$ cat config.mk
export PLATFORM = sky130hd
export DESIGN_NAME = mmu_cmd_unit
export DESIGN_NICKNAME = d
export VERILOG_FILES = /design/src/rtl/mmu_cmd_pkg.sv /design/src/rtl/mmu_cfg_regs.sv /design/src/rtl/mmu_fault_bank.sv /design/src/rtl/mmu_cmd_decode.sv /design/src/rtl/mmu_cmd_issuer.sv /design/src/rtl/mmu_cmd_unit.sv
export SDC_FILE = /design/constraint.sdc
export NUM_CORES = 1
export LEC_CHECK = 0
export ABC_CLOCK_PERIOD_IN_PS = 3400
export BUFFER_PORTS_ARGS = -buffer_cell sky130_fd_sc_hd__buf_2
export CAP_MARGIN = 15
export CELL_PAD_IN_SITES_DETAIL_PLACEMENT = 1
export CELL_PAD_IN_SITES_GLOBAL_PLACEMENT = 1
export CORE_UTILIZATION = 37
export CTS_BUF_LIST = sky130_fd_sc_hd__clkbuf_16
export DETAILED_ROUTE_END_ITERATION = 8
export PLACE_DENSITY_LB_ADDON = 0.2
export SLEW_MARGIN = 20
export SYNTH_ARGS = -nofsm -noshare
export SYNTH_HDL_FRONTEND = slang
export SYNTH_SLANG_ARGS = --single-unit
$ cat constraint.sdc
create_clock -name clk -period 3.4 [get_ports clk]
set_input_delay 0.68 -clock clk [delete_from_list [all_inputs] [get_ports clk]]
set_output_delay 0.68 -clock clk [all_outputs]
set_load 0.1 [all_outputs]
$ cat src/rtl/mmu_cmd_pkg.sv
package mmu_cmd_pkg;

  localparam int DW   = 32;
  localparam int NTGT = 5;

  // target index inside the one-hot request vector
  localparam int T_ITLB   = 0;
  localparam int T_DTLB   = 1;
  localparam int T_ICACHE = 2;
  localparam int T_DCACHE = 3;
  localparam int T_WBUF   = 4;

  // register word offsets
  localparam int OFF_PTBASE   = 0;
  localparam int OFF_MODE     = 1;
  localparam int OFF_IFTYPE   = 2;
  localparam int OFF_IFADDR   = 3;
  localparam int OFF_DFTYPE   = 4;
  localparam int OFF_DFADDR   = 5;
  localparam int OFF_RELEASE  = 6;
  localparam int OFF_IC_FLUSH = 8;
  localparam int OFF_DC_FLUSH = 9;
  localparam int OFF_IT_INV   = 10;
  localparam int OFF_DT_INV   = 11;
  localparam int OFF_IC_INV   = 12;
  localparam int OFF_DC_INV   = 13;
  localparam int OFF_IC_PF    = 14;
  localparam int OFF_DC_PF    = 15;
  localparam int OFF_SYNC     = 16;
  localparam int OFF_IC_PAINV = 17;
  localparam int OFF_DC_PAINV = 18;

  typedef enum logic [2:0] {
    OP_FLUSH    = 3'd0,
    OP_INV_VA   = 3'd1,
    OP_PREFETCH = 3'd2,
    OP_SYNC     = 3'd3,
    OP_INV_PA   = 3'd4
  } cmd_op_e;

  typedef enum logic [1:0] {
    AK_NONE = 2'd0,
    AK_VA   = 2'd1,
    AK_PA   = 2'd2
  } addr_kind_e;

  typedef struct packed {
    logic             hit;
    logic [NTGT-1:0]  tgt;
    cmd_op_e          op;
    logic             blocking;
    addr_kind_e       akind;
  } cmd_dec_t;

endpackage

$ cat src/rtl/mmu_cfg_regs.sv
module mmu_cfg_regs #(
  parameter int PTB_W  = 27,
  parameter int MODE_W = 4
) (
  input  logic              clk,
  input  logic              rst,
  input  logic              wr_ptbase,
  input  logic              wr_mode,
  input  logic [PTB_W-1:0]  ptb_wdata,
  input  logic [MODE_W-1:0] mode_wdata,
  output logic [PTB_W-1:0]  ptbase_q,
  output logic [MODE_W-1:0] mode_q
);

  always_ff @(posedge clk) begin
    if (rst) begin
      ptbase_q <= '0;
      mode_q   <= '0;
    end else begin
      if (wr_ptbase) ptbase_q <= ptb_wdata;
      if (wr_mode)   mode_q   <= mode_wdata;
    end
  end

endmodule

$ cat src/rtl/mmu_fault_bank.sv
module mmu_fault_bank #(
  parameter int FT_W = 4,
  parameter int VA_W = 32
) (
  input  logic            clk,
  input  logic            rst,
  input  logic            cap,
  input  logic [FT_W-1:0] type_in,
  input  logic [VA_W-1:0] addr_in,
  output logic [FT_W-1:0] type_q,
  output logic [VA_W-1:0] addr_q
);

  always_ff @(posedge clk) begin
    if (rst) begin
      type_q <= '0;
      addr_q <= '0;
    end else if (cap) begin
      type_q <= type_in;
      addr_q <= addr_in;
    end
  end

endmodule

$ cat src/rtl/mmu_cmd_decode.sv
module mmu_cmd_decode
  import mmu_cmd_pkg::*;
#(
  parameter int BUS_AW = 5
) (
  input  logic [BUS_AW-1:0] addr,
  output cmd_dec_t          dec
);

  function automatic cmd_dec_t mk(input int t, input cmd_op_e op,
                                  input logic blk, input addr_kind_e ak);
    cmd_dec_t d;
    d.hit      = 1'b1;
    d.tgt      = NTGT'(1) << t;
    d.op       = op;
    d.blocking = blk;
    d.akind    = ak;
    return d;
  endfunction

  always_comb begin
    dec = '0;
    case (int'(addr))
      OFF_IC_FLUSH: dec = mk(T_ICACHE, OP_FLUSH,    1'b1, AK_NONE);
      OFF_DC_FLUSH: dec = mk(T_DCACHE, OP_FLUSH,    1'b1, AK_NONE);
      OFF_IT_INV:   dec = mk(T_ITLB,   OP_INV_VA,   1'b1, AK_VA);
      OFF_DT_INV:   dec = mk(T_DTLB,   OP_INV_VA,   1'b1, AK_VA);
      OFF_IC_INV:   dec = mk(T_ICACHE, OP_INV_VA,   1'b1, AK_VA);
      OFF_DC_INV:   dec = mk(T_DCACHE, OP_INV_VA,   1'b1, AK_VA);
      OFF_IC_PF:    dec = mk(T_ICACHE, OP_PREFETCH, 1'b0, AK_VA);
      OFF_DC_PF:    dec = mk(T_DCACHE, OP_PREFETCH, 1'b0, AK_VA);
      OFF_SYNC:     dec = mk(T_WBUF,   OP_SYNC,     1'b1, AK_NONE);
      OFF_IC_PAINV: dec = mk(T_ICACHE, OP_INV_PA,   1'b1, AK_PA);
      OFF_DC_PAINV: dec = mk(T_DCACHE, OP_INV_PA,   1'b1, AK_PA);
      default:      dec = '0;
    endcase
  end

endmodule

$ cat src/rtl/mmu_cmd_issuer.sv
module mmu_cmd_issuer
  import mmu_cmd_pkg::*;
#(
  parameter int PA_W = 40
) (
  input  logic            clk,
  input  logic            rst,
  input  logic            issue,
  input  cmd_dec_t        dec,
  input  logic [PA_W-1:0] issue_addr,
  input  logic            cmd_attempt,
  input  logic [NTGT-1:0] tgt_ack,
  output logic [NTGT-1:0] tgt_req,
  output logic [2:0]      cmd_op,
  output logic [PA_W-1:0] cmd_addr,
  output logic            stall
);

  logic [NTGT-1:0] req_q;
  cmd_op_e         op_q;
  logic [PA_W-1:0] addr_q;
  logic            blk_q;
  logic            ack_hit;

  assign ack_hit = |(req_q & tgt_ack);

  always_ff @(posedge clk) begin
    if (rst) begin
      req_q  <= '0;
      op_q   <= OP_FLUSH;
      addr_q <= '0;
      blk_q  <= 1'b0;
    end else if (ack_hit) begin
      req_q  <= '0;
      blk_q  <= 1'b0;
    end else if (issue) begin
      req_q  <= dec.tgt;
      op_q   <= dec.op;
      addr_q <= issue_addr;
      blk_q  <= dec.blocking;
    end
  end

  // blocking work stalls everything; a live prefetch only holds back commands
  assign stall    = blk_q | ((|req_q) & cmd_attempt);
  assign tgt_req  = req_q;
  assign cmd_op   = op_q;
  assign cmd_addr = addr_q;

endmodule

$ cat src/rtl/mmu_cmd_unit.sv
module mmu_cmd_unit
  import mmu_cmd_pkg::*;
#(
  parameter int          BUS_AW    = 5,
  parameter int          PA_W      = 40,
  parameter int          PT_ALIGN  = 13,
  parameter int          FT_W      = 4,
  parameter logic [15:0] REL_REV   = 16'h0002,
  parameter logic [15:0] IMPL_IDX  = 16'h1A3C
) (
  input  logic              clk,
  input  logic              rst,
  input  logic              bus_valid,
  input  logic              bus_write,
  input  logic [BUS_AW-1:0] bus_addr,
  input  logic [31:0]       bus_wdata,
  output logic [31:0]       bus_rdata,
  output logic              bus_stall,
  output logic [PA_W-1:0]   ptbase_o,
  output logic [3:0]        mode_o,
  input  logic              ifault_valid,
  input  logic [FT_W-1:0]   ifault_type,
  input  logic [31:0]       ifault_vaddr,
  input  logic              dfault_valid,
  input  logic [FT_W-1:0]   dfault_type,
  input  logic [31:0]       dfault_vaddr,
  output logic [4:0]        tgt_req,
  output logic [2:0]        cmd_op,
  output logic [PA_W-1:0]   cmd_addr,
  input  logic [4:0]        tgt_ack
);

  localparam int PTB_W    = PA_W - PT_ALIGN;
  localparam int PA_SHIFT = PA_W - DW;
  localparam int MODE_W   = 4;
  localparam int NSIDE    = 2;

  cmd_dec_t    dec;
  logic        accept;
  logic        wr_acc;
  logic        rd_acc;
  logic [PA_W-1:0] issue_addr;
  logic [PTB_W-1:0]  ptbase_q;
  logic [MODE_W-1:0] mode_q;
  logic [31:0] rd_val;
  logic [31:0] rdata_q;

  logic [NSIDE-1:0]           flt_cap;
  logic [NSIDE-1:0][FT_W-1:0] flt_tin;
  logic [NSIDE-1:0][FT_W-1:0] flt_tq;
  logic [NSIDE-1:0][DW-1:0]   flt_ain;
  logic [NSIDE-1:0][DW-1:0]   flt_aq;

  mmu_cmd_decode #(.BUS_AW(BUS_AW)) u_dec (
    .addr (bus_addr),
    .dec  (dec)
  );

  assign accept = bus_valid & ~bus_stall;
  assign wr_acc = accept &  bus_write;
  assign rd_acc = accept & ~bus_write;

  always_comb begin
    case (dec.akind)
      AK_VA:   issue_addr = PA_W'(bus_wdata);
      AK_PA:   issue_addr = {bus_wdata, {PA_SHIFT{1'b0}}};
      default: issue_addr = '0;
    endcase
  end

  mmu_cmd_issuer #(.PA_W(PA_W)) u_iss (
    .clk         (clk),
    .rst         (rst),
    .issue       (wr_acc & dec.hit),
    .dec         (dec),
    .issue_addr  (issue_addr),
    .cmd_attempt (bus_valid & bus_write & dec.hit),
    .tgt_ack     (tgt_ack),
    .tgt_req     (tgt_req),
    .cmd_op      (cmd_op),
    .cmd_addr    (cmd_addr),
    .stall       (bus_stall)
  );

  mmu_cfg_regs #(.PTB_W(PTB_W), .MODE_W(MODE_W)) u_cfg (
    .clk        (clk),
    .rst        (rst),
    .wr_ptbase  (wr_acc && (int'(bus_addr) == OFF_PTBASE)),
    .wr_mode    (wr_acc && (int'(bus_addr) == OFF_MODE)),
    .ptb_wdata  (bus_wdata[PTB_W-1:0]),
    .mode_wdata (bus_wdata[MODE_W-1:0]),
    .ptbase_q   (ptbase_q),
    .mode_q     (mode_q)
  );

  assign flt_cap = {dfault_valid, ifault_valid};
  assign flt_tin = {dfault_type,  ifault_type};
  assign flt_ain = {dfault_vaddr, ifault_vaddr};

  for (genvar s = 0; s < NSIDE; s++) begin : g_flt
    mmu_fault_bank #(.FT_W(FT_W), .VA_W(DW)) u_bank (
      .clk     (clk),
      .rst     (rst),
      .cap     (flt_cap[s]),
      .type_in (flt_tin[s]),
      .addr_in (flt_ain[s]),
      .type_q  (flt_tq[s]),
      .addr_q  (flt_aq[s])
    );
  end

  always_comb begin
    case (int'(bus_addr))
      OFF_PTBASE:  rd_val = 32'(ptbase_q);
      OFF_MODE:    rd_val = 32'(mode_q);
      OFF_IFTYPE:  rd_val = 32'(flt_tq[0]);
      OFF_IFADDR:  rd_val = flt_aq[0];
      OFF_DFTYPE:  rd_val = 32'(flt_tq[1]);
      OFF_DFADDR:  rd_val = flt_aq[1];
      OFF_RELEASE: rd_val = {REL_REV, IMPL_IDX};
      default:     rd_val = '0;
    endcase
  end

  always_ff @(posedge clk) begin
    if (rst)         rdata_q <= '0;
    else if (rd_acc) rdata_q <= rd_val;
  end

  assign bus_rdata = rdata_q;
  assign ptbase_o  = {ptbase_q, {PT_ALIGN{1'b0}}};
  assign mode_o    = mode_q;

endmodule

==> results.md, run 1 <==
* Fin util at 0.475
* Die X at 144 um
* Via count at 6767
* Synthesis-to-finish area growth at 24.6%
* Die ar. at 0.0208 sq mm
* Yosys cell types at 42
* CP cell instances: buf_2 > ha_1 > or4b_4 > a21oi_1 > a31o_2 > buf_2
* Yosys reg bits at 184
* Placed inst area at 0.00879 sq mm
* Rel. slew slack at 0.532
* Worst path max stage delay at 0.52 ns
* Post-synth top area share at 0.492
* Grt total ovfl at 0
* Worst slack, placed at 0.440 ns
* ANT nets after route at 0
* Max Root-Sink Buffers at 2
* Startpoint Class: primary input
* Yosys top cell by area: dfxtp_1
* Post-synthesis mux area share at 0.106
* Fin crit period at 2.96 ns
* Hold Vio Cnt, Final at 0
* Pin count of the biggest net entering global routing at 83
* IO buf count at 231
* Status: complete, no violations
* DRC Markers at 0
* Initial Utilization at 0.381
* First drt pass iteration count at 8
* Core ar. at 0.0197 sq mm
* Post-Synthesis Cells at 817
* Worst path required time at 2.72 ns
* # fillers at 2354
* First-pass GRT wire length at 37600 um
* Clk_skew at 0.00770 ns
* H-tree depth at 4
* Drt total wl at 24500 um
* Worst Setup End Kind: output port
* Final Cell Area at 0.00933 sq mm
* Worst-Margin Slew at 0.701 ns
* Wire per inst at 18.9 um
* Adder-Cell Fraction of Synth Area at 0.0167
* Crit path kind: in -> out
* Main combinational cell family by area after synthesis: simple AND/OR/NAND/NOR gates
* Final setup violation count at 0
* Cts hold-fix bufs at 0
* Hold WC Path Type: reg -> reg
* Setup Buffers After CTS at 0
* Post-synthesis async set-or-reset flop share at 0
* Clock latency on the worst-skew pair at 0.42 ns
* Cells after DPL at 1262
* TritonCTS Buffers at 17
* Maximum net fanout on the critical path at 5
* Reg area at 0.00368 sq mm
* Lkg Pwr at 4.13 nW
* Worst Path Buf+Inv at 2
* RSZ-0062 raised after global routing: no
* Root buffer cell: clkbuf_16
* Power Dens Cells at 529 mW/mm^2
* Initial antenna violation count at 0
* Count leader, synth: dfxtp_1
* Synth Warn # at 0
* Worst path arrival time at 2.28 ns
* Synth Area in Compound Gates at 0.154
* Syn_area_per_cell at 9.17 sq um
* Delay-heaviest family, CP: buffers and inverters
* Cts repair resizes at 0
* Final Max Slew Viols at 0
* Core Rows at 51
* Cell mode on critical path: buf_2
* Vias in the first global route at 6686
* Register clock-pin slew on the reported worst setup and hold paths at 0.07 ns
* Worst Setup Slack, final at 0.439 ns
* Hpwl dp at 17200 um
* Post-synth EDFFs at 0
* Nets at 1146
* Gr usage total at 0.239
* Post-synth top cells: dfxtp_1, nor2_1, nand2_1, mux2i_1, clkbuf_1
* Gpl congestion at 0.873
* Multi-input gate area at 0.00343 sq mm
* VDD IR max at 0.000297 V
* Total power at 4.94 mW
* WHS at 0.452 ns
* First DRT Iteration DRCs at 349
* Ranking of synthesized cells by area: dfxtp_1, mux2i_1, nor2_1
* Simple-Gate Fraction of Synth Area at 0.172
* Fin cells at 1294
* Fin crit share at 0.871
* IO Count at 245
* Via/cell ratio at 5.23
* Die Ht at 144 um
* Clk sinks at 184
* Xor-xnor portion of the synthesized cell area at 0
* Worst path slowest cell: or4b_4
* Post-synthesis sequential area ratio at 0.492
* Proportion of layout cells with a drive suffix above 1 at 0.284
* TNS Setup at 0 ns
* F_max at 0.338 GHz
* CTS tree: built
* Top FF cell, synth: dfxtp_1
* Max-Cap Viols at 0
* Diodes inserted at 0
* Cell area after synthesis at 0.00749 sq mm
[layout make-up]
class / count / share of cell area
Clock buffer: 17 / 0.0456
Clock inverter: 15 / 0.0129
Inverter: 6 / 0.00241
Multi-Input combinational cell: 557 / 0.368
Sequential cell: 184 / 0.395
Tap cell: 265 / 0.0355
Timing Repair Buffer: 250 / 0.141
[report_power, final]
group | internal, mW | switching [mW]
clock | 0.951 | 0.880
combinational | 0.195 | 0.616
sequential | 2.25 | 0.0493
total | 3.39 | 1.54
[cells in the final DEF (no fill, tap or decap), types with 3 or more instances in the layout]
cell,count
a22oi_1,8
clkinvlp_4,3
inv_1,6
buf_2,230
o21ai_0,3
clkbuf_16,17
buf_4,18
nand3_1,18
a222oi_1,17
clkinv_4,4
nand2_1,83
nor3b_1,3
a31oi_1,4
nor2_1,143
ha_1,10
a211oi_1,27
dfxtp_1,184
nor3_1,32
mux2i_1,78
conb_1,13
a221oi_1,37
a21oi_1,50
and3_1,3
inv_6,3
[sequential cells by signal, indices dropped and copies added (netlist names)]
register	cells
g_flt.u_bank.addr_q	64
u_iss.cmd_addr	40
bus_rdata	32
u_cfg.ptbase_q	27
g_flt.u_bank.type_q	8
u_iss.tgt_req	5
u_cfg.mode_q	4
u_iss.cmd_op	3
u_iss.blk_q	1
[tightest hold or removal path, stage by stage (launching register included)]
cell     delay, ns
dfxtp_1       0.31
nand2_1       0.05
a21oi_1       0.05
[logic make-up after synthesis]
logic type,after synthesis
AND/OR/NAND/NOR,299
flip-flops,184
AO/OA/AOI/OAI,156
buffers and inverters,88
multiplexers,79
adder cells (fa/ha/maj),10
other,1
[layer usage]
layer	up-vias	part of all wire	track usage
met5	-	0	0
met4	0	0.0074	0.0526
met1	3264	0.45	0.313
met3	14	0.066	0.0606
li1	3285	-	-
met2	204	0.48	0.394
[path summary, 6_finish.rpt]
| path | from | end | slack [ns] | cells after the start |
|---|---|---|---|---|
| setup / recovery | bus_addr[0] | bus_stall | 0.44 | 6 |
| hold / removal | u_iss.cmd_addr[3] | u_iss.cmd_addr[3] | 0.45 | 2 |
| setup reg to reg | u_iss.tgt_req[0] | u_iss.cmd_addr[30] | 1.15 | 5 |
| hold reg to reg | u_iss.cmd_addr[3] | u_iss.cmd_addr[3] | 0.45 | 2 |
No activity file was read; power rests on OpenSTA's default activity.
==> run 2: changes to the inputs <==
--- a/config.mk
+++ b/config.mk
@@ -5,12 +5,13 @@
 export SDC_FILE = /design/constraint.sdc
 export NUM_CORES = 1
 export LEC_CHECK = 0
+export ABC_AREA = 1
 export ABC_CLOCK_PERIOD_IN_PS = 3400
 export BUFFER_PORTS_ARGS = -buffer_cell sky130_fd_sc_hd__buf_2
 export CAP_MARGIN = 15
 export CELL_PAD_IN_SITES_DETAIL_PLACEMENT = 1
 export CELL_PAD_IN_SITES_GLOBAL_PLACEMENT = 1
-export CORE_UTILIZATION = 37
+export CORE_UTILIZATION = 36
 export CTS_BUF_LIST = sky130_fd_sc_hd__clkbuf_16
 export DETAILED_ROUTE_END_ITERATION = 8
 export PLACE_DENSITY_LB_ADDON = 0.2
==> results.md, run 2 <==
* TritonCTS Buffers at 17
* Count leader, synth: nand2_1
* Syn_area_per_cell at 6.97 sq um
* Post-synthesis async set-or-reset flop share at 0
* Register clock-pin slew on the reported worst setup and hold paths at 0.07 ns
* Crit path kind: in -> reg
* Final Max Slew Viols at 0
* Core Rows at 53
* Sw frac at 0.296
* Worst Hold Path Cells at 2
* Worst Setup End Kind: register
* Worst path required time at 3.68 ns
* Max reg flops at 64
* Post-synth top cells: nand2_1, nor2_1, dfxtp_1, o21ai_0, inv_1
* Grt total ovfl at 0
* Synth Warn # at 0
* Sequential share of power at 0.484
* Pin count of the biggest net entering global routing at 67
* Cts repair resizes at 0
* Clk sinks at 184
* CTS tree: built
* Synthesis-to-finish area growth at 23.0%
* Proportion of layout cells with a drive suffix above 1 at 0.216
* H-tree depth at 4
* First drt pass iteration count at 5
* Ranking of synthesized cells by area: dfxtp_1, nand2_1, nor2_1
* Post-synthesis sequential area ratio at 0.464
* Fin crit period at 2.71 ns
* WHS at 0.457 ns
* Initial antenna violation count at 1
* Hold EP: g_flt[0].u_bank.addr_q[5]
* Hold WC Path Type: reg -> reg
* DRC Markers at 0
* VDD IR max at 0.000303 V
* Top FF cell, synth: dfxtp_1
* Net Switching at 1.39 mW
* Status: complete, no violations
* Wire per inst at 17.6 um
* Final setup violation count at 0
* Yosys cell types at 32
* Vias in the first global route at 8304
* Worst path max stage delay at 0.56 ns
* Reg-to-reg startpoint: u_iss.tgt_req[4]
* TNS Setup at 0 ns
* RSZ-0062 raised after global routing: no
* Yosys reg bits at 184
* Post-Synthesis Cells at 1140
* Fin crit share at 0.797
* M2 GR Usage at 0.436
* Hpwl dp at 20300 um
* Setup Buffers After CTS at 0
* Drt total wl at 28700 um
* F_max at 0.369 GHz
* Lkg Pwr at 4.68 nW
* IO Count at 245
* Nets at 1471
* Via count at 8143
* Worst-Margin Slew at 0.831 ns
* Die Ht at 151 um
* Maximum net fanout on the critical path at 16
* Max Root-Sink Buffers at 2
* Core ar. at 0.0214 sq mm
* Clk_skew at 0.0121 ns
* P_int at 3.30 mW
* Clk pwr share at 0.385
* Worst path slowest cell: nand2_1
* Hold Startpoint: g_flt[0].u_bank.addr_q[5]
* ANT nets after route at 0
* Largest Register: g_flt.u_bank.addr_q
* Met1 Track Usage GR at 0.329
* Cts hold-fix bufs at 0
* Die ar. at 0.0227 sq mm
* GR peak layer: met2
* Hold Vio Cnt, Final at 0
* Post-synth EDFFs at 0
* GR Util met3 at 0.0548
* Commonest non-fill, non-tap cell in the layout: nand2_1
* Cell area after synthesis at 0.00794 sq mm
* Rel. slew slack at 0.446
* Combinational Power Share at 0.131
* Fin util at 0.458
* IO buf count at 231
* Most frequent cells in the layout: nand2_1, buf_2, nor2_1, dfxtp_1, o21ai_0
* Post-synth top area share at 0.464
* Startpoint Class: primary input
* Delay-heaviest family, CP: simple AND/OR/NAND/NOR gates
* Gpl congestion at 0.848
* Worst Path Buf+Inv at 4
* Die X at 151 um
* Total power at 4.69 mW
* Gr usage total at 0.257
* R2R cell count at 8
* Via/cell ratio at 5.00
* Setup slack, reg-to-reg at 1.45 ns
* Max-Cap Viols at 0
* CP cell instances: buf_2 > inv_1 > ha_1 > nor2_1 > inv_1 > ha_1 > clkinv_1 > nand2_1 > o21ai_0 > nand2_1 > a21oi_1
* Root buffer cell: clkbuf_16
* Worst path arrival time at 2.99 ns
* Worst reg2reg path endpoint: u_iss.cmd_addr[38]
* First DRT Iteration DRCs at 362
* Power Dens Cells at 480 mW/mm^2
* Clock latency on the worst-skew pair at 0.43 ns
* Yosys top cell by area: dfxtp_1
* Initial Utilization at 0.372
* First-pass GRT wire length at 44200 um
==> run 2: worst max-delay path by stage <==
stage / start / end / cells past startpoint
floorplan: u_iss.tgt_req[1] / bus_stall / 4
global placement: bus_addr[2] / u_iss.cmd_addr[8] / 11
detailed placement: bus_addr[2] / u_iss.cmd_addr[14] / 13
CTS: bus_addr[2] / bus_stall / 7
global route: bus_addr[2] / u_iss.cmd_addr[14] / 14
finish: bus_addr[2] / u_iss.cmd_addr[15] / 11
==> run 2: kinds of logic (layout without fill, tap and decap cells) <==
logic type | after synthesis | in the layout | synth area share
and+or+nand+nor | 538 | 538 | 0.272
AOI/OAI and AO/OA | 233 | 233 | 0.155
DFF | 184 | 184 | 0.464
buffers and inverters | 174 | 375 | 0.0934
adders and majority gates | 10 | 10 | 0.0158
other | 1 | 14 | 0.000472
==> run 2: power by group through the flow <==
| stage | combinational, mW | clock [mW] | sequential, mW |
|---|---|---|---|
| floorplan | 0.293 | 0 | 2.44 |
| global placement | 0.604 | 0 | 2.31 |
| detailed placement | 0.610 | 0 | 2.32 |
| CTS | 0.615 | 1.85 | 2.27 |
| global route | 0.662 | 1.94 | 2.28 |
| finish | 0.613 | 1.81 | 2.27 |
==> run 2: worst min-delay path, cell delays in order (launching register included) <==
cell	delay, ns
dfxtp_1	0.30
inv_1	0.06
a21oi_1	0.06
==> run 2: through the flow <==
| step | setup slack, ns | instance area [sq um] | cells |
|---|---|---|---|
| floorplan | 0.721 | 7990 | 1152 |
| global placement | 0.431 | 9260 | 1597 |
| detailed placement | 0.397 | 9260 | 1597 |
| CTS | 0.741 | 9770 | 1628 |
| global route | 0.485 | 9770 | 1628 |
| finish | 0.689 | 9770 | 1629 |
==> run 2: routing by layer <==
| layer | wire length [um] | part of all wire |
|---|---|---|
| met1 | 12900 | 0.45 |
| met2 | 13700 | 0.48 |
| met3 | 1620 | 0.056 |
| met4 | 392 | 0.014 |
| met5 | 0 | 0 |
==> run 2: final cells by class <==
type / instances / area (sq um)
clock inverters: 14 / 87.6
clock buffers: 17 / 425
repair buffers: 248 / 1300
inverters: 96 / 362
diodes: 1 / 2.50
fillers: 2832 / 11600
well taps: 275 / 344
multi-input cells: 794 / 3570
flip-flops and latches: 184 / 3680
